## config.mk

```make
export PLATFORM = sky130hd
export DESIGN_NAME = tx_pkt_queue
export DESIGN_NICKNAME = d
export VERILOG_FILES = /design/src/rtl/txq_pkg.sv /design/src/rtl/pnum_fifo.sv /design/src/rtl/txq_sequencer.sv /design/src/rtl/tx_pkt_queue.sv
export SDC_FILE = /design/constraint.sdc
export NUM_CORES = 1
export LEC_CHECK = 0
export BUFFER_PORTS_ARGS = -buffer_cell sky130_fd_sc_hd__buf_2
export CAP_MARGIN = 20
export CORE_MARGIN = 3
export CORE_UTILIZATION = 30
export CTS_BUF_LIST = sky130_fd_sc_hd__clkbuf_8
export CTS_CLUSTER_DIAMETER = 200
export DETAILED_ROUTE_END_ITERATION = 7
export PLACE_DENSITY = 0.44
export RECOVER_POWER = 25
export SLEW_MARGIN = 20
export SYNTH_ARGS = -nofsm -noshare
export SYNTH_HDL_FRONTEND = slang
export SYNTH_SLANG_ARGS = --single-unit
```

## constraint.sdc

```tcl
create_clock -name clk -period 3.75 [get_ports clk]
set_input_delay 0.75 -clock clk [delete_from_list [all_inputs] [get_ports clk]]
set_output_delay 0.75 -clock clk [all_outputs]
set_load 0.05 [all_outputs]
```

## src/rtl/txq_pkg.sv

```systemverilog
package txq_pkg;

  localparam logic [2:0] CMD_ENQUEUE = 3'b110;
  localparam logic [2:0] CMD_FLUSH   = 3'b111;

  typedef enum logic [1:0] {
    SQ_IDLE     = 2'd0,
    SQ_BUSY     = 2'd1,
    SQ_RELAUNCH = 2'd2
  } seq_state_t;

  // Circular pointer advance for a queue of any depth.
  function automatic int ptr_step(input int p, input int depth);
    return (p + 1 >= depth) ? 0 : p + 1;
  endfunction

  // Occupancy after one cycle of accepted pushes and pops.
  function automatic int occ_next(input int occ, input bit push_ok, input bit pop_ok);
    return occ + (push_ok ? 1 : 0) - (pop_ok ? 1 : 0);
  endfunction

  // True when one more failure reaches the attempt limit.
  function automatic bit last_try(input int fails, input int max_tries);
    return (fails + 1) >= max_tries;
  endfunction

endpackage

```

## src/rtl/pnum_fifo.sv

```systemverilog
module pnum_fifo
  import txq_pkg::*;
#(
  parameter int W     = 5,
  parameter int DEPTH = 4
) (
  input  logic          clk,
  input  logic          rst_n,
  input  logic          flush,
  input  logic          push,
  input  logic [W-1:0]  push_data,
  input  logic          pop,
  output logic [W-1:0]  head,
  output logic [$clog2(DEPTH+1)-1:0] count,
  output logic          full,
  output logic          empty,
  output logic          push_ok
);

  localparam int AW = (DEPTH > 1) ? $clog2(DEPTH) : 1;
  localparam int CW = $clog2(DEPTH + 1);

  logic [W-1:0]  mem [DEPTH];
  logic [AW-1:0] rd_ptr, wr_ptr;
  logic [CW-1:0] occ;
  logic          pop_ok;

  assign empty   = (occ == '0);
  assign full    = (occ == CW'(DEPTH));
  assign pop_ok  = pop && !empty;
  assign push_ok = push && (!full || pop_ok);
  assign head    = mem[rd_ptr];
  assign count   = occ;

  always_ff @(posedge clk) begin
    if (push_ok && !flush) mem[wr_ptr] <= push_data;
  end

  always_ff @(posedge clk or negedge rst_n) begin
    if (!rst_n) begin
      rd_ptr <= '0;
      wr_ptr <= '0;
      occ    <= '0;
    end else if (flush) begin
      rd_ptr <= '0;
      wr_ptr <= '0;
      occ    <= '0;
    end else begin
      if (push_ok) wr_ptr <= AW'(ptr_step(int'(wr_ptr), DEPTH));
      if (pop_ok)  rd_ptr <= AW'(ptr_step(int'(rd_ptr), DEPTH));
      occ <= CW'(occ_next(int'(occ), push_ok, pop_ok));
    end
  end

  // simultaneous accepted push and pop keep occupancy
  a_r11_push_pop_steady: assert property (@(posedge clk) disable iff (!rst_n)
    (push && pop && !empty && !flush) |=> $stable(count));

  // a push into a full queue without a pop is dropped
  a_r9_full_push_dropped: assert property (@(posedge clk) disable iff (!rst_n)
    (push && !pop && full && !flush) |=> (count == CW'(DEPTH)));

  // pop on empty has no effect
  a_r10_empty_pop_noop: assert property (@(posedge clk) disable iff (!rst_n)
    (pop && !push && empty && !flush) |=> (count == '0));

  // flush empties the queue
  a_r2_flush_empties: assert property (@(posedge clk) disable iff (!rst_n)
    flush |=> (count == '0));

endmodule

```

## src/rtl/txq_sequencer.sv

```systemverilog
module txq_sequencer
  import txq_pkg::*;
#(
  parameter int PW           = 5,
  parameter int MAX_ATTEMPTS = 16
) (
  input  logic          clk,
  input  logic          rst_n,
  input  logic          flush,
  input  logic          en_set,
  input  logic          txq_empty,
  input  logic [PW-1:0] txq_head,
  input  logic          cq_full,
  input  logic          xmit_done,
  input  logic          xmit_ok,
  output logic          tx_en,
  output logic          xmit_start,
  output logic [PW-1:0] xmit_pkt,
  output logic          fin_ok,
  output logic          fin_fail
);

  localparam int FW = $clog2(MAX_ATTEMPTS + 1);

  seq_state_t    state, state_nx;
  logic [FW-1:0] fails;
  logic          done_evt, att_fail, final_try, launch_idle;

  assign launch_idle = (state == SQ_IDLE) && tx_en && !txq_empty && !cq_full;
  assign xmit_start  = launch_idle || (state == SQ_RELAUNCH);
  assign xmit_pkt    = txq_head;

  assign done_evt  = (state == SQ_BUSY) && xmit_done && !flush;
  assign final_try = last_try(int'(fails), MAX_ATTEMPTS);
  assign fin_ok    = done_evt && xmit_ok;
  assign att_fail  = done_evt && !xmit_ok;
  assign fin_fail  = att_fail && final_try;

  always_comb begin
    state_nx = state;
    unique case (state)
      SQ_IDLE:     if (launch_idle) state_nx = SQ_BUSY;
      SQ_RELAUNCH: state_nx = SQ_BUSY;
      SQ_BUSY: begin
        if (fin_ok || fin_fail) state_nx = SQ_IDLE;
        else if (att_fail)      state_nx = SQ_RELAUNCH;
      end
      default:     state_nx = SQ_IDLE;
    endcase
    if (flush) state_nx = SQ_IDLE;
  end

  always_ff @(posedge clk or negedge rst_n) begin
    if (!rst_n) begin
      state <= SQ_IDLE;
      fails <= '0;
      tx_en <= 1'b0;
    end else begin
      state <= state_nx;
      if (flush || fin_ok || fin_fail) fails <= '0;
      else if (att_fail)               fails <= fails + FW'(1);
      if (fin_fail)    tx_en <= 1'b0;
      else if (en_set) tx_en <= 1'b1;
    end
  end

  // a non-final failure restarts the same packet next cycle
  a_r5_retry_same_pkt: assert property (@(posedge clk) disable iff (!rst_n)
    (att_fail && !final_try) |=> (xmit_start && xmit_pkt == $past(txq_head)));

  // the final failure drops transmit enable
  a_r6_fail_drops_enable: assert property (@(posedge clk) disable iff (!rst_n)
    fin_fail |=> !tx_en);

  // no start while a packet is in flight
  a_r4_single_flight: assert property (@(posedge clk) disable iff (!rst_n)
    (state == SQ_BUSY) |-> !xmit_start);

  // flush returns the sequencer to idle
  a_r2_flush_idles: assert property (@(posedge clk) disable iff (!rst_n)
    flush |=> (state == SQ_IDLE));

endmodule

```

## src/rtl/tx_pkt_queue.sv

```systemverilog
module tx_pkt_queue
  import txq_pkg::*;
#(
  parameter int PKT_W        = 5,
  parameter int DEPTH        = 4,
  parameter int MAX_ATTEMPTS = 16
) (
  input  logic             clk,
  input  logic             rst_n,
  input  logic             host_cmd_valid,
  input  logic [2:0]       host_cmd,
  input  logic [PKT_W-1:0] pkt_num,
  input  logic             tx_en_set,
  input  logic             auto_release,
  input  logic             done_pop,
  input  logic             xmit_done,
  input  logic             xmit_ok,
  output logic             tx_enable,
  output logic             tx_int,
  output logic             tx_empty,
  output logic             enq_overflow,
  output logic [PKT_W-1:0] done_head,
  output logic             xmit_start,
  output logic [PKT_W-1:0] xmit_pkt,
  output logic             release_valid,
  output logic [PKT_W-1:0] release_pkt
);

  localparam int CW = $clog2(DEPTH + 1);

  logic             enq_cmd, flush_cmd;
  logic             fin_ok, fin_fail;
  logic             txq_pop, txq_full, txq_empty, txq_push_ok;
  logic [PKT_W-1:0] txq_head;
  logic [CW-1:0]    txq_count;
  logic             cq_push, cq_full, cq_empty, cq_push_ok;
  logic [CW-1:0]    cq_count;

  assign enq_cmd   = host_cmd_valid && (host_cmd == CMD_ENQUEUE);
  assign flush_cmd = host_cmd_valid && (host_cmd == CMD_FLUSH);
  assign txq_pop   = fin_ok || fin_fail;
  assign cq_push   = fin_fail || (fin_ok && !auto_release);

  pnum_fifo #(.W(PKT_W), .DEPTH(DEPTH)) u_txq (
    .clk       (clk),
    .rst_n     (rst_n),
    .flush     (flush_cmd),
    .push      (enq_cmd),
    .push_data (pkt_num),
    .pop       (txq_pop),
    .head      (txq_head),
    .count     (txq_count),
    .full      (txq_full),
    .empty     (txq_empty),
    .push_ok   (txq_push_ok)
  );

  pnum_fifo #(.W(PKT_W), .DEPTH(DEPTH)) u_cq (
    .clk       (clk),
    .rst_n     (rst_n),
    .flush     (flush_cmd),
    .push      (cq_push),
    .push_data (txq_head),
    .pop       (done_pop),
    .head      (done_head),
    .count     (cq_count),
    .full      (cq_full),
    .empty     (cq_empty),
    .push_ok   (cq_push_ok)
  );

  txq_sequencer #(.PW(PKT_W), .MAX_ATTEMPTS(MAX_ATTEMPTS)) u_seq (
    .clk        (clk),
    .rst_n      (rst_n),
    .flush      (flush_cmd),
    .en_set     (tx_en_set),
    .txq_empty  (txq_empty),
    .txq_head   (txq_head),
    .cq_full    (cq_full),
    .xmit_done  (xmit_done),
    .xmit_ok    (xmit_ok),
    .tx_en      (tx_enable),
    .xmit_start (xmit_start),
    .xmit_pkt   (xmit_pkt),
    .fin_ok     (fin_ok),
    .fin_fail   (fin_fail)
  );

  assign tx_int   = !cq_empty;
  assign tx_empty = txq_empty;

  always_ff @(posedge clk or negedge rst_n) begin
    if (!rst_n) begin
      enq_overflow  <= 1'b0;
      release_valid <= 1'b0;
      release_pkt   <= '0;
    end else begin
      if (flush_cmd)                   enq_overflow <= 1'b0;
      else if (enq_cmd && !txq_push_ok) enq_overflow <= 1'b1;
      release_valid <= fin_ok && auto_release;
      if (fin_ok && auto_release) release_pkt <= txq_head;
    end
  end

  // an accepted enqueue grows the transmit queue by one
  a_r1_enqueue_grows: assert property (@(posedge clk) disable iff (!rst_n)
    (enq_cmd && !txq_full && !txq_pop) |=> (txq_count == $past(txq_count) + CW'(1)));

  // a dropped enqueue raises the overflow flag
  a_r9_overflow_flag: assert property (@(posedge clk) disable iff (!rst_n)
    (enq_cmd && txq_full && !txq_pop) |=> enq_overflow);

  // a completion push raises the transmit interrupt
  a_r3_push_raises_int: assert property (@(posedge clk) disable iff (!rst_n)
    (cq_push && !flush_cmd) |=> tx_int);

  // auto-release strobes the allocator and leaves the completion queue alone
  a_r8_release_strobe: assert property (@(posedge clk) disable iff (!rst_n)
    (fin_ok && auto_release) |=> (release_valid && release_pkt == $past(txq_head)));

  a_r8_cq_untouched: assert property (@(posedge clk) disable iff (!rst_n)
    (fin_ok && auto_release && !done_pop && !flush_cmd) |=> (cq_count == $past(cq_count)));

  // a push never finds the completion queue without room
  a_r4_cq_room: assert property (@(posedge clk) disable iff (!rst_n)
    cq_push |-> (cq_push_ok || flush_cmd));

endmodule

```

======== After elaboration in Yosys (flattened, before gate mapping) ========
Memories as Yosys holds them, arrays and structs flattened.
Cells that the tools add are included.
operators by class
  add/sub/neg operators ................... 10
  multiplexer cells ....................... 33
  reductions and logical operators ........ 45
  eq/ne operators ......................... 8
  order comparisons ....................... 5
operator list
  cell                                                                                  number
  32-bit by 6-bit greater-or-equal comparator with 1-bit output, second input constant  1
  2-bit two-way mux                                                                     16
  1-bit logical AND                                                                     19
  2-bit nonzero test                                                                    7
  2-bit by 1-bit adder with 3-bit output, second input constant                         4
  3-bit == test, second input constant                                                  4
  3-bit greater-or-equal comparator, second input constant                              4
  1-bit two-way mux                                                                     12
  5-bit two-way mux                                                                     2
  1-bit zero test                                                                       8
  1-bit logical OR                                                                      7
  3-bit adder                                                                           2
  5-bit by 1-bit adder with 6-bit output, second input constant                         1
  3-bit zero test                                                                       2
  3-bit two-way mux                                                                     2
  2-bit case mux with 3 select lines                                                    1
  3-bit subtractor                                                                      2
  5-bit by 1-bit adder with 5-bit output, second input constant                         1
  4-bit by 2-bit inequality test with 1-bit output, second input constant               1
  3-bit by 1-bit inequality test with 1-bit output, second input constant               1
  2-bit by 1-bit == test with 1-bit output, second input constant                       1
  2-bit == test, second input constant                                                  1
  2-bit zero test                                                                       1
  2-bit AND reduction                                                                   1
word-level totals
  bits in writable memories ............... 40
  logic and storage cells ................. 115
  memories kept ........................... 2
  register bits ........................... 29
  output and inout bits ................... 21
memories
  name       depth  width  read ports  clocked after Yosys merged registers in  wr ports  line             text
  u_cq.mem   4      5      1           0                                        1         pnum_fifo.sv:23  logic [W-1:0] mem [DEPTH];
  u_txq.mem  4      5      1           0                                        1         pnum_fifo.sv:23

======== Depth between registers and ports, before layout ========
  depth in word-level cells ............... 14
  mapped depth ............................ 12
  mapped depth without buffers ............ 12

======== By module ========
A second synthesis with hierarchy kept.
unflattened totals
  cell total of the unflattened synthesis .. 224
  area, all modules ....................... 3230.6 um^2
modules (own cells, without submodules)
  module              cells each  area an instance (um^2)  instances
  pnum_fifo at u_txq  72          1209.9                   1
  pnum_fifo at u_cq   73          1201.2                   1
  txq_sequencer       55          496.7                    1
  tx_pkt_queue        24          322.8                    1

======== Worst setup path before layout ========
No wires, ideal clock.
  kind .................................... input port to flip-flop
  start point ............................. in host_cmd_valid
  end point ............................... reg u_txq.occ[2] (netlist: u_txq.count[2])
  stages on the path ...................... 12
  buffers on the path ..................... 2
  required time ........................... 3.618 ns
  arrival time ............................ 2.667 ns
  setup slack ............................. 0.951 ns
  cell sequence ........................... and4_1 > clkbuf_1 > clkbuf_1 > nor3_1 > ha_1 > inv_1 > ha_1 > inv_1 > fa_1 > xor2_1 > xnor2_1 > nor2_1
between the ends
  word-level cells in the longest chain between the ends .. 13
  elaborated cells between the ends (all ways) .. 16
  those cells by class .................... add/sub: 2; mux: 3; reduce/logical: 11
ends and longest elaborated chain
  item                  line                 text
  from (decl)           tx_pkt_queue.sv:10   input logic host_cmd_valid,
  1-bit logical AND     tx_pkt_queue.sv:40   assign flush_cmd = host_cmd_valid && (host_cmd == CMD_FLUSH);
  1-bit zero test       txq_sequencer.sv:33  assign done_evt = (state == SQ_BUSY) && xmit_done && !flush;
  1-bit logical AND     txq_sequencer.sv:33
  1-bit logical AND     txq_sequencer.sv:36  assign att_fail = done_evt && !xmit_ok;
  1-bit logical AND     txq_sequencer.sv:37  assign fin_fail = att_fail && final_try;
  1-bit logical OR      tx_pkt_queue.sv:41   assign txq_pop = fin_ok || fin_fail;
  1-bit logical AND     pnum_fifo.sv:30      assign pop_ok = pop && !empty;
  1-bit logical OR      pnum_fifo.sv:31      assign push_ok = push && (!full || pop_ok);
  1-bit logical AND     pnum_fifo.sv:31
  1-bit two-way mux     txq_pkg.sv:19        return occ + (push_ok ? 1 : 0) - (pop_ok ? 1 : 0);
  3-bit adder           txq_pkg.sv:19
  3-bit subtractor      txq_pkg.sv:19
  3-bit two-way mux *   pnum_fifo.sv:44      end else if (flush) begin
  to (signal assigned)  pnum_fifo.sv:51      occ <= CW'(occ_next(int'(occ), push_ok, pop_ok));
  to (decl)             pnum_fifo.sv:25      logic [CW-1:0] occ;
Every way passes the cells marked *; elsewhere a longest branch is shown, timed or not.
A chain may end at the register's enable or synchronous reset.

======== Worst setup path after layout ========
  start point ............................. reg u_seq.fails[0]
  end point ............................... reg u_txq.occ[2] (netlist: u_txq.count[2])
between the ends
  word-level cells in the longest chain between the ends .. 11
  elaborated cells between the ends (all ways) .. 12
  those cells by class .................... add/sub: 3; order compare: 1; mux: 3; reduce/logical: 5
ends and longest elaborated chain
  item                                                             line                 text
  from (decl)                                                      txq_sequencer.sv:26  logic [FW-1:0] fails;
  from (signal assigned)                                           txq_sequencer.sv:61  else if (att_fail) fails <= fails + FW'(1);
  5-bit by 1-bit adder with 6-bit output *                         txq_pkg.sv:24        return (fails + 1) >= max_tries;
  32-bit by 6-bit greater-or-equal comparator with 1-bit output *  txq_pkg.sv:24
  1-bit logical AND *                                              txq_sequencer.sv:37
  1-bit logical OR *                                               tx_pkt_queue.sv:41
  1-bit logical AND *                                              pnum_fifo.sv:30
  1-bit logical OR                                                 pnum_fifo.sv:31
  1-bit logical AND                                                pnum_fifo.sv:31
  1-bit two-way mux                                                txq_pkg.sv:19
  3-bit adder                                                      txq_pkg.sv:19
  3-bit subtractor *                                               txq_pkg.sv:19
  3-bit two-way mux *                                              pnum_fifo.sv:44
Marks and branches as above.

==> flow_metrics.tcl <==
set metrics [dict create \
    hpwl_um 4280 \
    slew_headroom_pct -17.1 \
    crit_required_ns 3.98 \
    cts_resized 0 \
    dieHeight_um 108 \
    drv_slew 30 \
    gr-usage-met3_pct 3.94 \
    boundaryPins 37 \
    synthSimpleGateAreaFrac_pct 11.3 \
    synth_xor_area_share_pct 1.39 \
    port_buffers 36 \
    violations "capacitance limit, slew limit" \
    synth_edf_count 40 \
    cap_violations 1 \
    timing.final.crit_share_pct 73.1 \
    power.density_mw_per_mm2 789 \
    critPathTopFamily "adder cells" \
    place_congestion 0.762 \
    dr.pass1.iters 4 \
    rrSetupSlack_ns 1.01 \
    stdcell_count 393 \
    clock_latency_ns 0.34 \
    cp_slowest_stage_delay_ns 0.48 \
    r2r-start "u_seq.fails[0]" \
    syn_area_per_cell_sq_um 14.9 \
    clock-root-buffer "clkbuf_8" \
    synth-main-ff-cell "edfxtp_1" \
    vdd_drop_max_mv 0.390 \
    top_usage_layer "met2" \
    setup_viol 0 \
    numCtsBuffers 9 \
    clock_sinks 69 \
    worst_path_most_repeated_cell "ha_1" \
    cp.depth 12 \
    placedCellCount 377 \
    synth_fa_ha_area_share_pct 7.64 \
    first_global_vias 1939 \
    clk_pin_slew_ns 0.08 \
    rows 36 \
    startpoint "u_seq.fails[0]" \
    cp-start-kind "flop" \
    n_fill_cell 997 \
    cts_hold_buf 0 \
    synth_compound_area_share_pct 5.69 \
    wl_per_cell_um 15.4 \
    status "finished, violations left" \
    cp.arrival_ns 2.97 \
    vias_per_cell 4.60 \
    regToRegEndpoint "u_txq.count[2]" \
    via_count 1809 \
    p_leak_uw 0.00147 \
    crit_fanout 6 \
    drtIter0Drc 92 \
    start_util_pct 31.4 \
    syn_nets 245 \
    fp.dieW_um 108 \
    rr_worst_depth 12 \
    synth_top_cell_by_area "edfxtp_1" \
    hold_viol 0 \
    syn_inst 211 \
    crit_slowest_cell "o311ai_2" \
    nets 289 \
    drc 0 \
    rsz0062_at_grt "false" \
    fin_tns_setup_ns 0 \
    ys_seq_elements 69 \
    grtUsageTotal_pct 11.8 \
    crit_end "u_txq.count[2]" \
    fmax_mhz 365 \
    synth.distinct_cells 46 \
    ant_nets 0 \
    worst_pin_slew_ns 1.76 \
    finalWirelength_um 6040 \
    area_delta_synth_final_pct 17.3 \
    path_buf_inv 2 \
    overflow 0 \
    ys_warn_count 0 \
    use_met2_pct 18.7 \
    core_area_sq_mm 0.0100 \
    netlist.area_leader.share_pct 38.2 \
    synth_most_common_cell "edfxtp_1" \
    seq_area_frac_synth_pct 61.3 \
    skew_ns 0.00990 \
    cts_setup_buffers 0 \
    period_minus_slack_ns 2.74 \
    min_path_type "reg2reg" \
    drive_gt1_share_pct 27.7 \
    synth_top_family_by_area "simple AND/OR/NAND/NOR gates" \
    grt_pass1_wl_um 10200 \
    grt_antenna_before_repair 0 \
    async_flop_share_pct 42.0 \
    synthMuxAreaShare_pct 10.6 \
    htree_num_levels 3 \
    clk_path_buf_depth 2 \
    synth_commonest_cells "edfxtp_1 (40), dfrtp_1 (29), ha_1 (16)" \
    hp-start "release_pkt[3]" \
    use_met1_pct 14.9 \
    syn_area_sq_mm 0.00314 \
    endpoint_kind "flop" \
    worstPathCellList "ha_1 -> nand3_2 -> o311ai_2 -> nor3_1 -> ha_1 -> inv_1 -> ha_1 -> inv_1 -> fa_1 -> xor2_1 -> xnor2_1 -> nor2_1" \
    diodes 0 \
    cts_tree "done" \
    crit_type "reg2reg" \
    grt_max_degree 30 \
    yosys-top-cells-area "edfxtp_1 (38%), dfrtp_1 (23%), mux4_2 (7.2%)" \
    die_area_sq_mm 0.0117 \
]
## worst min-delay path by stage
| stage | to | slack, ns | cells past startpoint |
|---|---|---|---|
| after floorplan | enq_overflow | 0.45 | 0 |
| after global placement | release_pkt[0] | 0.48 | 1 |
| after detailed placement | release_pkt[0] | 0.49 | 1 |
| after CTS | u_seq.fails[0] | 0.49 | 1 |
| after global routing | release_pkt[0] | 0.51 | 1 |
| final | release_pkt[3] | 0.50 | 1 |
## final cells by class
| cell class | count | area (sq um) | share of cell area, % |
|---|---|---|---|
| multi-input cells | 125 | 1150 | 31.2 |
| repair buffers | 37 | 180 | 4.88 |
| clock buffers | 9 | 124 | 3.36 |
| clock inverters | 7 | 90.1 | 2.44 |
| flip-flops and latches | 69 | 1930 | 52.2 |
| inverters | 13 | 48.8 | 1.32 |
| well taps | 133 | 166 | 4.51 |
## flip-flops by register name, summed over array words and instances, names as in the netlist
signal / flops
u_seq.tx_en: 1
u_txq.wr_ptr: 2
u_cq.rd_ptr: 2
u_seq.state: 2
u_txq.mem: 20
u_txq.rd_ptr: 2
release_pkt: 5
enq_overflow: 1
u_cq.mem: 20
u_seq.fails: 5
u_cq.count: 3
u_cq.wr_ptr: 2
u_txq.count: 3
release_valid: 1
## logic make-up after synthesis
kind of cell,Yosys count
DFF,69
and+or+nand+nor,60
AOI/OAI and AO/OA,23
muxes,19
adders and majority gates,18
buffers and inverters,17
xor gates and xnor gates,5
## power breakdown
| part | leakage [uW] | internal (uW) | switching (uW) |
|---|---|---|---|
| Clock | 0.000111 | 372 | 283 |
| Sequential | 0.000724 | 982 | 159 |
| Combinational | 0.000633 | 393 | 723 |
| Total | 0.00147 | 1750 | 1160 |
## worst reg2reg max path, delay by kind of cell, from the launching register on
kind / cells / cell delay (ns)
adders and majority gates: 4 / 1.04
xor gates and xnor gates: 2 / 0.30
DFF: 1 / 0.41
buffers and inverters: 2 / 0.10
and+or+nand+nor: 3 / 0.30
AOI/OAI and AO/OA: 1 / 0.48
## stage by stage
step / cell area, sq um / hold WS (ns) / utilization, % / setup slack [ns] / total power (uW)
global placement: 3480 / 0.485 / 34.8 / 0.909 / 2300
CTS: 3700 / 0.486 / 37.0 / 0.967 / 2970
finish: 3690 / 0.503 / 36.9 / 1.01 / 2910
detailed placement: 3480 / 0.490 / 34.8 / 0.847 / 2290
floorplan: 3140 / 0.454 / - / 0.951 / 2030
global route: 3690 / 0.515 / 36.9 / 0.725 / 3120
## layer usage
| metal | vias up | wire length, um |
|---|---|---|
| li1 | 883 | - |
| met5 | - | 0 |
| met1 | 880 | 2760 |
| met3 | 6 | 263 |
| met2 | 40 | 2930 |
| met4 | 0 | 87 |
## cell usage in the layout, fill, tap and decap left out, drive strengths merged, types with 2 or more instances in the layout
master / instances
a21oi: 7
a221o: 2
a31oi: 2
and2: 11
and3: 2
buf: 31
bufinv: 2
clkbuf: 15
clkinv: 2
dfrtp: 29
edfxtp: 40
fa: 2
ha: 16
inv: 15
mux2: 8
mux4: 10
nand2: 7
nand3: 7
nand3b: 3
nand4: 2
nand4b: 2
nor2: 12
nor3: 5
nor3b: 2
o21ai: 3
or3: 3
xnor2: 2
xor2: 3
Power figures use the tool's default switching activity.
